File: config.mk
export PLATFORM = sky130hd
export DESIGN_NAME = fault_event_latch
export DESIGN_NICKNAME = d
export VERILOG_FILES = /design/src/rtl/fel_pkg.sv /design/src/rtl/fel_sync.sv /design/src/rtl/fel_capture.sv /design/src/rtl/fel_regs.sv /design/src/rtl/fault_event_latch.sv
export SDC_FILE = /design/constraint.sdc
export NUM_CORES = 1
export LEC_CHECK = 0
export BUFFER_PORTS_ARGS = -buffer_cell sky130_fd_sc_hd__buf_4
export CAP_MARGIN = 40
export CELL_PAD_IN_SITES_DETAIL_PLACEMENT = 0
export CELL_PAD_IN_SITES_GLOBAL_PLACEMENT = 1
export CORE_MARGIN = 4
export CORE_UTILIZATION = 47
export DETAILED_ROUTE_END_ITERATION = 8
export PLACE_DENSITY = 0.84
export SYNTH_ARGS = -nofsm -noshare
export SYNTH_HDL_FRONTEND = slang
export SYNTH_HIERARCHICAL = 1
export SYNTH_SLANG_ARGS = --single-unit
File: constraint.sdc
create_clock -name clk -period 2.12 [get_ports clk]
set_clock_uncertainty 0.05 [all_clocks]
set_input_delay 0.318 -clock clk [delete_from_list [all_inputs] [get_ports clk]]
set_output_delay 0.318 -clock clk [all_outputs]
set_load 0.1 [all_outputs]
File: src/rtl/fel_pkg.sv
package fel_pkg;
  localparam int ADDR_W = 3;

  typedef enum logic [ADDR_W-1:0] {
    A_LAT_LO = 3'd0,
    A_LAT_HI = 3'd1,
    A_MSK_LO = 3'd2,
    A_MSK_HI = 3'd3,
    A_LIV_LO = 3'd4,
    A_LIV_HI = 3'd5
  } fel_addr_e;
endpackage

File: src/rtl/fel_sync.sv
module fel_sync #(
  parameter int W = 15
) (
  input  logic         clk,
  input  logic         rst_n,
  input  logic [W-1:0] d_in,
  output logic [W-1:0] d_out
);
  logic [W-1:0] stg1_q;
  logic [W-1:0] stg2_q;

  always_ff @(posedge clk or negedge rst_n) begin
    if (!rst_n) begin
      stg1_q <= '0;
      stg2_q <= '0;
    end else begin
      stg1_q <= d_in;
      stg2_q <= stg1_q;
    end
  end

  assign d_out = stg2_q;
endmodule

File: src/rtl/fel_capture.sv
module fel_capture #(
  parameter int N = 15
) (
  input  logic         clk,
  input  logic         rst_n,
  input  logic [N-1:0] lvl,
  input  logic [N-1:0] mask,
  input  logic         clr,
  output logic         flag,
  output logic [N-1:0] snap
);
  logic [N-1:0] prev_q;
  logic [N-1:0] snap_q, snap_d;
  logic         flag_q, flag_d;
  logic [N-1:0] evt;
  logic         trig;
  logic         armed;
  logic         snap_en;

  always_comb begin
    evt     = (lvl ^ prev_q) & ~mask;
    trig    = |evt;
    armed   = ~flag_q | clr;
    flag_d  = flag_q;
    snap_d  = snap_q;
    snap_en = clr | (armed & trig);
    if (clr) begin
      flag_d = 1'b0;
      snap_d = '0;
    end
    if (armed && trig) begin
      flag_d = 1'b1;
      snap_d = lvl;
    end
  end

  always_ff @(posedge clk or negedge rst_n) begin
    if (!rst_n) begin
      prev_q <= '0;
      flag_q <= 1'b0;
      snap_q <= '0;
    end else begin
      prev_q <= lvl;
      flag_q <= flag_d;
      if (snap_en) snap_q <= snap_d;
    end
  end

  assign flag = flag_q;
  assign snap = snap_q;

  AST_EDGE_SETS_FLAG: assert property (@(posedge clk) disable iff (!rst_n)
    trig |=> flag_q);
  AST_FROZEN_HOLD: assert property (@(posedge clk) disable iff (!rst_n)
    (flag_q && !clr) |=> (flag_q && $stable(snap_q)));
  AST_CLEAR_DROPS: assert property (@(posedge clk) disable iff (!rst_n)
    (clr && !trig) |=> (!flag_q && snap_q == '0));
  AST_CLEAR_RELATCH: assert property (@(posedge clk) disable iff (!rst_n)
    (clr && trig) |=> (flag_q && snap_q == $past(lvl)));
endmodule

File: src/rtl/fel_regs.sv
module fel_regs
  import fel_pkg::*;
#(
  parameter int REG_W = 8,
  parameter int N     = 2*REG_W-1
) (
  input  logic              clk,
  input  logic              rst_n,
  input  logic [ADDR_W-1:0] addr,
  input  logic              rd_en,
  input  logic              wr_en,
  input  logic [REG_W-1:0]  wdata,
  input  logic              flag,
  input  logic [N-1:0]      snap,
  input  logic [N-1:0]      lvl,
  output logic [REG_W-1:0]  rdata,
  output logic              clr,
  output logic [N-1:0]      mask
);
  localparam int LO_N = REG_W - 1;

  logic [LO_N-1:0]  mask_lo_q;
  logic [REG_W-1:0] mask_hi_q;
  logic             wen_lo, wen_hi;
  logic [N-1:0]     shown;

  always_comb begin
    wen_lo = wr_en && (addr == A_MSK_LO);
    wen_hi = wr_en && (addr == A_MSK_HI);
    clr    = rd_en && (addr == A_LAT_HI);
    mask   = {mask_hi_q, mask_lo_q};
    shown  = snap & ~mask;
    case (addr)
      A_LAT_LO: rdata = {flag, shown[LO_N-1:0]};
      A_LAT_HI: rdata = shown[N-1:LO_N];
      A_MSK_LO: rdata = {1'b0, mask_lo_q};
      A_MSK_HI: rdata = mask_hi_q;
      A_LIV_LO: rdata = {1'b0, lvl[LO_N-1:0]};
      A_LIV_HI: rdata = lvl[N-1:LO_N];
      default:  rdata = '0;
    endcase
  end

  always_ff @(posedge clk or negedge rst_n) begin
    if (!rst_n) begin
      mask_lo_q <= '0;
      mask_hi_q <= '0;
    end else begin
      if (wen_lo) mask_lo_q <= wdata[LO_N-1:0];
      if (wen_hi) mask_hi_q <= wdata;
    end
  end

  AST_MASKED_READS_ZERO: assert property (@(posedge clk) disable iff (!rst_n)
    (addr == A_LAT_HI) |-> ((rdata & mask_hi_q) == '0));
  AST_MASK_WRITE_TAKES: assert property (@(posedge clk) disable iff (!rst_n)
    wen_hi |=> (mask_hi_q == $past(wdata)));
endmodule

File: src/rtl/fault_event_latch.sv
module fault_event_latch
  import fel_pkg::*;
#(
  parameter int REG_W = 8
) (
  input  logic                 clk,
  input  logic                 rst_n,
  input  logic [2*REG_W-2:0]   src_in,
  input  logic [ADDR_W-1:0]    addr,
  input  logic                 rd_en,
  input  logic                 wr_en,
  input  logic [REG_W-1:0]     wdata,
  output logic [REG_W-1:0]     rdata
);
  localparam int NUM_SRC = 2*REG_W - 1;

  logic [NUM_SRC-1:0] lvl;
  logic [NUM_SRC-1:0] mask;
  logic [NUM_SRC-1:0] snap;
  logic               flag;
  logic               clr;

  fel_sync #(.W(NUM_SRC)) u_sync (
    .clk   (clk),
    .rst_n (rst_n),
    .d_in  (src_in),
    .d_out (lvl)
  );

  fel_capture #(.N(NUM_SRC)) u_cap (
    .clk   (clk),
    .rst_n (rst_n),
    .lvl   (lvl),
    .mask  (mask),
    .clr   (clr),
    .flag  (flag),
    .snap  (snap)
  );

  fel_regs #(.REG_W(REG_W), .N(NUM_SRC)) u_regs (
    .clk   (clk),
    .rst_n (rst_n),
    .addr  (addr),
    .rd_en (rd_en),
    .wr_en (wr_en),
    .wdata (wdata),
    .flag  (flag),
    .snap  (snap),
    .lvl   (lvl),
    .rdata (rdata),
    .clr   (clr),
    .mask  (mask)
  );

  AST_RSVD_LIVE_ZERO: assert property (@(posedge clk) disable iff (!rst_n)
    (addr == A_LIV_LO) |-> !rdata[REG_W-1]);
endmodule

==> flow_summary.ini, run 1 <==
[floorplanning]
io-pin-count = 38
rows = 29
chipHeight_um = 88.7
core_mm2 = 0.00635
die_width_um = 88.7
initial_utilization_pct = 48.2
fp.dieArea_mm2 = 0.00787

[synth]
post_synth.cell_area_avg_um2 = 14.6
synth_fa_ha_area_share_pct = 0
synthCells = 209
synth_top_cell_by_area = sky130_fd_sc_hd__dfrtp_1
synthDistinctLibCells = 45
synth_top_flop_cell = sky130_fd_sc_hd__dfrtp_1
async_reset_ff_share_pct = 100
synth-compound-area-share_pct = 14.0
syn-cell-area_mm2 = 0.00306
synth_common_cells = sky130_fd_sc_hd__dfrtp_1, sky130_fd_sc_hd__a22o_1, sky130_fd_sc_hd__xnor2_1, sky130_fd_sc_hd__o22ai_1, sky130_fd_sc_hd__mux2_1
synth.yosys.warnings = 6
synth_sequential_area_ratio_pct = 62.1
synth.most_common_cell = sky130_fd_sc_hd__dfrtp_1
post_synth_xor_area_fraction_pct = 4.54
mux_contribution_to_synthesized_area_pct = 6.99
yosysTopAreaCellShare_pct = 62.1
area_contributors_post_synth = sky130_fd_sc_hd__dfrtp_1, sky130_fd_sc_hd__a22o_1, sky130_fd_sc_hd__xnor2_1
synth_top_family_by_area = compound AO/OA/AOI/OAI gates
synth_simple_gate_area_share_pct = 9.36
ys_ff_latch = 76
mappedNetlistNets = 239
number_of_synthesized_flops_with_an_enable_pin = 0

[layout]
areaGrowthSynthToFinish_pct = 23.9
utilization_pct = 59.7
antenna_cells_inserted = 0
final.fill_count = 499
post_route_cells_drive_above_1_share_pct = 31.8
stdcell_count = 338
fin_nets = 287

[route]
met2RoutedLength_um = 3070
drt_iter0_drc = 111
top_layer_used = met4
drt-total-wl_um = 6380
vias_per_cell = 5.67
drc = 0
length_of_the_first_detailed_routing_pass_in_iterations = 4
detailroute.wirelength.met3_um = 352
detail_route.wirelength.met1_um = 2850
wire_per_inst_um = 18.9
routed-via-count = 1916
antenna_violating_nets_post_route = 0

[placed_design]
placement.io_buffers = 37
dp_hpwl_um = 4440
globalplace.congestion = 0.835
post-place-cells = 319

[power_and_ir_drop]
comb_power_share_pct = 18.2
power.switching_w = 0.00101
worst_ir_drop_vdd_mv = 0.609
power.clock.fraction_pct = 34.3
standby_leakage_power_nw = 1.61
p_int_w = 0.00268
cellPowerDensity_mw_per_mm2 = 974
power.share.sequential_pct = 47.5
power.share.switching_pct = 27.4

[cts]
numCtsBuffers = 9
tritoncts = yes
insertion_delay_ns = 0.34
path_clk_slew_ns = 0.07
post_cts_buffers = 0
clk_path_buf_depth = 2
cts.htree.levels = 3
clock_sinks = 76
clockRootBuffer = sky130_fd_sc_hd__clkbuf_8

[timing]
count_of_final_hold_check_violations = 0
max_freq_ghz = 0.489
timing_worst_slew_pin_value_ns = 0.762
grt_setup_unrepaired = false
report.final.setup_viol = 0
slew_headroom_pct = 48.9
fin_crit_ns = 2.05
final_max_slew_viol_count = 0
finalCritPeriodShare_pct = 96.5

[critical_path]
critical_path.max_stage_delay_ns = 0.43
cp_top_family = flip-flops
worstSetupStartpointType = register
data_arrival_time_at_the_worst_slack_endpoint_ns = 1.68
ordered_list_of_cells_on_the_worst_path = nor3b_1, a21oi_1, o311ai_2, buf_4
slowest_cp_cell = sky130_fd_sc_hd__dfrtp_1
cp_max_fo = 4
crit_type = register to primary output
r2r_end = u_cap/snap[2]
regToRegStartpoint = u_sync/d_out[5]
rrSetupSlack_ns = 0.16
r2r_cells = 5
worstSetupEndpointType = primary output
critical_path_buf_inv_count = 1
data_required_time_at_the_worst_endpoint_ns = 1.75

[hold_path]
min_from = src_in[2]
worst_hold_path.endpoint = u_sync/stg1_q[2]
min-delay-path-class = input port to register
timing.hold.worst_path_depth = 1

[flow_run]
maxCapViolCount = 0

[global_routing]
global_route.usage.total_pct = 18.2
grt_first_pass_wirelength_um = 10300
first_global_vias = 1923
grt.overflow.total = 0
number_of_antenna_violations_at_the_first_check_in_global_routing = 0
grt_start_max_net_pins = 45

[status]
run_status = completed
power groups by stage:
stage | Clock (W) | Combinational, W | Sequential [W]
global route | 0.00138 | 0.000715 | 0.00178
finish | 0.00127 | 0.000670 | 0.00176
global placement | 0 | 0.000638 | 0.00178
floorplan | 0 | 0.000501 | 0.00173
CTS | 0.00131 | 0.000657 | 0.00175
detailed placement | 0 | 0.000652 | 0.00178
routing by layer:
layer,vias to the layer above,GRT usage [%]
met4,0,8.79
met2,54,26.4
met3,9,4.66
met5,-,0
li1,884,-
met1,969,25.7
sequential cells by signal (all words and copies together), names as in the netlist:
signal,count
u_cap/prev_q,15
u_cap/snap,15
u_sync/d_out,15
u_sync/stg1_q,15
u_regs/mask_hi_q,8
u_regs/mask_lo_q,7
u_cap/flag,1
cell families (layout without fill, tap and decap cells):
| logic type | Yosys count | in the layout |
|---|---|---|
| compound gates | 54 | 54 |
| xor+xnor | 15 | 15 |
| buf+inv | 13 | 65 |
| flops | 76 | 76 |
| mux | 18 | 18 |
| simple gates | 33 | 33 |
worst register-to-register path, delay by kind of cell (launching register included):
family / cells / cell delay [ns]
AO/OA/AOI/OAI: 3 / 1.17
flip-flops: 1 / 0.43
AND/OR/NAND/NOR: 1 / 0.11
XOR/XNOR: 1 / 0.14
cell type report:
cell class,instances,area (um^2),area share [%]
Clock buffer,11,131,3.47
Multi-Input combinational cell,120,1180,31.0
Inverter,4,15.0,0.396
Clock inverter,4,98.8,2.61
Sequential cell,76,1900,50.2
Timing Repair Buffer,46,372,9.80
Tap cell,77,96.3,2.54
worst max path at each step:
stage	start	endpoint	cells past startpoint
2_1_floorplan	addr[1]	rdata[4]	4
3_3_place_gp	addr[2]	u_cap/snap[12]	6
3_5_place_dp	addr[2]	u_cap/snap[5]	6
4_1_cts	u_regs/mask_lo_q[1]	rdata[1]	4
5_1_grt	u_regs/mask_hi_q[6]	rdata[6]	4
6_report	u_regs/mask_hi_q[6]	rdata[6]	4
metrics by stage:
step	area, um^2	power [W]	setup slack (ns)	hold WS (ns)	TNS (ns)
2_1_floorplan	3140	0.00223	-0.462	-0.0276	-2.09
3_3_place_gp	3490	0.00241	0.165	0.237	0
3_5_place_dp	3490	0.00243	0.0853	0.241	0
4_1_cts	3730	0.00371	0.0265	0.00189	0
5_1_grt	3790	0.00388	0.0174	0.00233	0
6_report	3790	0.00369	0.0744	0.0245	0
placed cells by master, fill, tap and decap left out, types with 7 or more instances in the layout:
cell type	synthesis	routed
sky130_fd_sc_hd__dfrtp_1	76	76
sky130_fd_sc_hd__o22ai_1	9	9
sky130_fd_sc_hd__xnor2_1	14	14
sky130_fd_sc_hd__mux2_1	8	8
sky130_fd_sc_hd__clkbuf_8	0	9
sky130_fd_sc_hd__buf_4	3	40
sky130_fd_sc_hd__a22o_1	15	15
sky130_fd_sc_hd__nand3b_1	7	7
repair_timing:
action / CTS / global route
endpoints found under the hold margin: 32 / 3
resized for setup: 0 / 5
hold buffers: 1 / 3
endpoints found under the setup margin: 0 / 4
Note: power is estimated with default switching activity, not from simulation.
==> inputs of run 2 (changes only) <==
==> constraint.sdc (replaced) <==
create_clock -name clk -period 2.12 [get_ports clk]
set_clock_uncertainty 0.05 [all_clocks]
set_input_delay 0.636 -clock clk [delete_from_list [all_inputs] [get_ports clk]]
set_output_delay 0.636 -clock clk [all_outputs]
set_load 0.1 [all_outputs]
==> flow_summary.ini, run 2 (synthesized netlist as in run 1, its figures left out) <==
[power_and_ir_drop]
p_total_w = 0.00357
cellPowerDensity_mw_per_mm2 = 843
worst_ir_drop_vdd_mv = 0.596
standby_leakage_power_nw = 1.84

[critical_path]
worstSetupStartpointType = input port
cp_max_fo = 7
worst_path_most_repeated_cell = sky130_fd_sc_hd__buf_12
r2r_cells = 6
data_arrival_time_at_the_worst_slack_endpoint_ns = 1.74
worstSetupEndpointType = primary output
slowest_cp_cell = sky130_fd_sc_hd__nor2b_4
r2r_end = u_cap/snap[2]
rrSetupSlack_ns = 0.20
ordered_list_of_cells_on_the_worst_path = buf_12, buf_12, nor2b_4, buf_4, a32oi_2, o311ai_4, buf_12
critical_path.max_stage_delay_ns = 0.24
crit_type = input port to primary output
regToRegStartpoint = u_sync/d_out[11]
data_required_time_at_the_worst_endpoint_ns = 1.43

[timing]
report.final.setup_viol = 8
finalSetupTns_ns = -1.88
fin_crit_ns = 2.43
final_max_slew_viol_count = 0
grt_setup_unrepaired = true
final_critical_path_setup_slack_ns = -0.305
finalCritPeriodShare_pct = 114
slew_headroom_pct = 65.7
max_freq_ghz = 0.412
count_of_final_hold_check_violations = 0
timing_worst_slew_pin_value_ns = 0.514

[layout]
mostFrequentLayoutCells = sky130_fd_sc_hd__dfrtp_1, sky130_fd_sc_hd__buf_4, sky130_fd_sc_hd__a22o_1
stdcell_count = 371
antenna_cells_inserted = 0
commonest_non_fill_non_tap_cell_in_the_layout = sky130_fd_sc_hd__dfrtp_1
post_route_cells_drive_above_1_share_pct = 44.9
areaGrowthSynthToFinish_pct = 38.6
fin_nets = 319
final.fill_count = 461

[placed_design]
globalplace.congestion = 0.870
placement.io_buffers = 37
post-place-cells = 344
dp_hpwl_um = 4780
post-place-ws_ns = -0.390

[cts]
tritoncts = yes
hold_fix_buffers_cts = 0
clk_path_buf_depth = 2
insertion_delay_ns = 0.35
path_clk_slew_ns = 0.08
clock_sinks = 76
clockRootBuffer = sky130_fd_sc_hd__clkbuf_8
numCtsBuffers = 9
cts.htree.levels = 3

[route]
length_of_the_first_detailed_routing_pass_in_iterations = 4
drt-total-wl_um = 6960
vias_per_cell = 5.66
drt_iter0_drc = 93
antenna_violating_nets_post_route = 0
drc = 0
wire_per_inst_um = 18.8
routed-via-count = 2100

[status]
run_status = complete, but fails checks
failed_checks = negative setup slack

[floorplanning]
initial_utilization_pct = 48.2
die_width_um = 88.7
core_mm2 = 0.00635
io-pin-count = 38
rows = 29
fp.dieArea_mm2 = 0.00787
chipHeight_um = 88.7

[global_routing]
first_global_vias = 2159
grt_first_pass_wirelength_um = 11200
grt_start_max_net_pins = 42
grt.overflow.total = 0
number_of_antenna_violations_at_the_first_check_in_global_routing = 0
global_route.usage.total_pct = 19.4

[flow_run]
maxCapViolCount = 0

[hold_path]
min-delay-path-class = input port to asynchronous set/reset pin
==> run 2: critical path: cells and delay by family <==
family / cells / cell delay (ns)
AOI/OAI and AO/OA: 2 / 0.23
buffers and inverters: 4 / 0.62
and+or+nand+nor: 1 / 0.24
==> run 2: worst max-delay path by stage <==
stage	startpoint	endpoint	cells past startpoint
3_3_place_gp	addr[2]	rdata[2]	6
2_1_floorplan	addr[1]	rdata[4]	4
3_5_place_dp	addr[0]	rdata[1]	6
5_1_grt	addr[1]	rdata[5]	6
6_report	addr[1]	rdata[6]	7
4_1_cts	addr[1]	rdata[4]	6
==> run 2: layer usage <==
metal,track usage [%],up-vias,part of all wire [%]
met5,0,-,0
met1,24.9,1084,43
li1,-,953,-
met2,29.8,50,49
met3,6.33,13,5.1
met4,8.93,0,2.3
==> run 2: cell type report <==
class	count	area [um^2]	share of cell area (%)
Inverter	4	18.8	0.443
Sequential cell	76	1900	44.9
Multi-Input combinational cell	120	1270	30.1
Clock buffer	11	131	3.10
Clock inverter	5	37.5	0.885
Tap cell	77	96.3	2.27
Timing Repair Buffer	78	779	18.4
==> run 2: repair_timing <==
action                     CTS  global route
gates resized for setup     50             7
gates cloned                 2             0
setup endpoints to repair    8             8
pin swaps                    8             9
setup buffers                6             3
==> run 2: metrics by stage <==
| step | hold slack, ns | util, % | cell area, um^2 |
|---|---|---|---|
| 4_1_cts | 0.223 | 66.1 | 4200 |
| 3_5_place_dp | 0.285 | 58.1 | 3690 |
| 3_3_place_gp | 0.282 | 58.1 | 3690 |
| 2_1_floorplan | 0.281 | - | 3150 |
| 6_report | 0.208 | 66.8 | 4240 |
| 5_1_grt | 0.236 | 66.8 | 4240 |
==> run 2: power by group <==
part | total [W] | switching [W] | internal, W
logic | 0.000883 | 0.000450 | 0.000434
clock network | 0.000949 | 0.000520 | 0.000429
registers | 0.00174 | 0.000132 | 0.00161
==> inputs of run 3 (changes only) <==
Settings changed: CELL_PAD_IN_SITES_DETAIL_PLACEMENT 0 to 2, CELL_PAD_IN_SITES_GLOBAL_PLACEMENT 1 to 2, CORE_UTILIZATION 47 to 40, CTS_CLUSTER_DIAMETER set to 40.
==> flow_summary.ini, run 3 (synthesized netlist as in run 1, its figures left out) <==
[critical_path]
ordered_list_of_cells_on_the_worst_path = and3b_2, a21oi_2, o31ai_2, buf_6
critical_path.max_stage_delay_ns = 0.48
data_arrival_time_at_the_worst_slack_endpoint_ns = 1.83
crit_type = register to primary output
data_required_time_at_the_worst_endpoint_ns = 1.43
cp_max_fo = 4
worstSetupStartpointType = register
slowest_cp_cell = sky130_fd_sc_hd__dfrtp_2
rrSetupSlack_ns = -0.04
worstSetupEndpointType = primary output

[floorplanning]
fp.dieArea_mm2 = 0.00911
io-pin-count = 38
rows = 31
initial_utilization_pct = 41.7
die_width_um = 95.5
core_mm2 = 0.00733
chipHeight_um = 95.5

[route]
routed-via-count = 2455
length_of_the_first_detailed_routing_pass_in_iterations = 4
drt-total-wl_um = 14200
drc = 0
drt_iter0_drc = 135
vias_per_cell = 6.11
wire_per_inst_um = 35.2
antenna_violating_nets_post_route = 0

[power_and_ir_drop]
standby_leakage_power_nw = 1.93
cellPowerDensity_mw_per_mm2 = 889
worst_ir_drop_vdd_mv = 0.723

[cts]
clock_sinks = 76
path_clk_slew_ns = 0.09
clk_path_buf_depth = 2
tritoncts = yes
hold_fix_buffers_cts = 0
insertion_delay_ns = 0.36
numCtsBuffers = 9
cts.htree.levels = 3
clockRootBuffer = sky130_fd_sc_hd__clkbuf_8

[layout]
post_route_cells_drive_above_1_share_pct = 49.8
mostFrequentLayoutCells = sky130_fd_sc_hd__dfrtp_1, sky130_fd_sc_hd__buf_4, sky130_fd_sc_hd__a22o_1
fin_nets = 329
areaGrowthSynthToFinish_pct = 46.7
final.fill_count = 596
antenna_cells_inserted = 0
commonest_non_fill_non_tap_cell_in_the_layout = sky130_fd_sc_hd__dfrtp_1
stdcell_count = 402

[global_routing]
busiest_layer = met2
number_of_antenna_violations_at_the_first_check_in_global_routing = 0
grt.met2_usage_pct = 51.5
grt_start_max_net_pins = 42
first_global_vias = 2719
grt.overflow.total = 0
gr-usage-met1_pct = 33.3
grt_first_pass_wirelength_um = 18300
grt_util_met3_pct = 7.02
global_route.usage.total_pct = 28.8

[placed_design]
dp_hpwl_um = 6440
globalplace.congestion = 0.837
placement.io_buffers = 37
post-place-cells = 366

[timing]
hold_slack_final_ns = 0.0741
finalSetupTns_ns = -2.96
final_max_slew_viol_count = 0
timing_worst_slew_pin_value_ns = 0.475
slew_headroom_pct = 68.3
final_critical_path_setup_slack_ns = -0.396
report.final.setup_viol = 17
fin_crit_ns = 2.52
grt_setup_unrepaired = true
finalCritPeriodShare_pct = 119
max_freq_ghz = 0.397
count_of_final_hold_check_violations = 0

[flow_run]
maxCapViolCount = 0

[status]
run_status = complete, but fails checks
failed_checks = negative setup slack

[hold_path]
min-delay-path-class = input port to asynchronous set/reset pin
==> run 3: cell types whose count changed in the layout (fill, tap and decap cells not counted), sizes merged <==
cell | previous run | this run
a21bo | 1 | 2
buf | 78 | 87
bufinv | 0 | 1
clkinvlp | 3 | 2
inv | 4 | 3
==> run 3: timing repair <==
item                       CTS  global route
pin swaps                    9            10
setup endpoints to repair   11            23
cloned                       3             1
gates resized for setup     57            12
buffers inserted            12             5
==> run 3: stage by stage <==
stage | area (um^2) | worst slack [ns] | utilization [%] | total power [W]
after global placement | 3730 | -0.423 | 50.9 | 0.00250
after CTS | 4370 | -0.246 | 59.6 | 0.00379
after detailed placement | 3730 | -0.466 | 50.9 | 0.00255
final | 4490 | -0.396 | 61.2 | 0.00399
after floorplan | 3150 | -1.10 | - | 0.00223
after global routing | 4490 | -0.393 | 61.2 | 0.00411
==> run 3: layout make-up <==
cell class	count	area (um^2)	share of cell area, %
multi-input combinational	121	1370	30.6
timing repair buffer	87	888	19.8
clock buffer	11	131	2.93
clock inverter	4	51.3	1.14
tap	99	124	2.76
inverter	4	18.8	0.418
sequential	76	1900	42.4
==> run 3: final timing paths <==
| kind | from | end | cells past startpoint |
|---|---|---|---|
| worst max-delay path | u_regs/mask_hi_q[7] | rdata[7] | 4 |
| worst min register to register | u_sync/stg1_q[5] | u_sync/d_out[5] | 0 |
| worst max register to register | u_sync/d_out[11] | u_cap/snap[6] | 5 |
| worst min-delay path | rst_n | u_sync/d_out[1] | 1 |
| max in group asynchronous | rst_n | u_regs/mask_hi_q[0] | 2 |
| min in group clk | u_sync/stg1_q[5] | u_sync/d_out[5] | 0 |
==> run 3: worst max-delay path: cells and delay by family (launching register included) <==
| kind | cells | cell delay, ns |
|---|---|---|
| AOI/OAI and AO/OA | 2 | 0.39 |
| buffers and inverters | 1 | 0.29 |
| DFF | 1 | 0.48 |
| and+or+nand+nor | 1 | 0.30 |
==> run 3: power by group <==
part           switching, W  internal (W)
sequential         0.000196       0.00161
clock              0.000581      0.000540
combinational      0.000587      0.000476
==> run 3: routing by layer <==
metal | vias up | routed length [um]
met5 | - | 0
met4 | 0 | 685
met3 | 47 | 725
met2 | 133 | 7210
met1 | 1301 | 5550
li1 | 974 | -
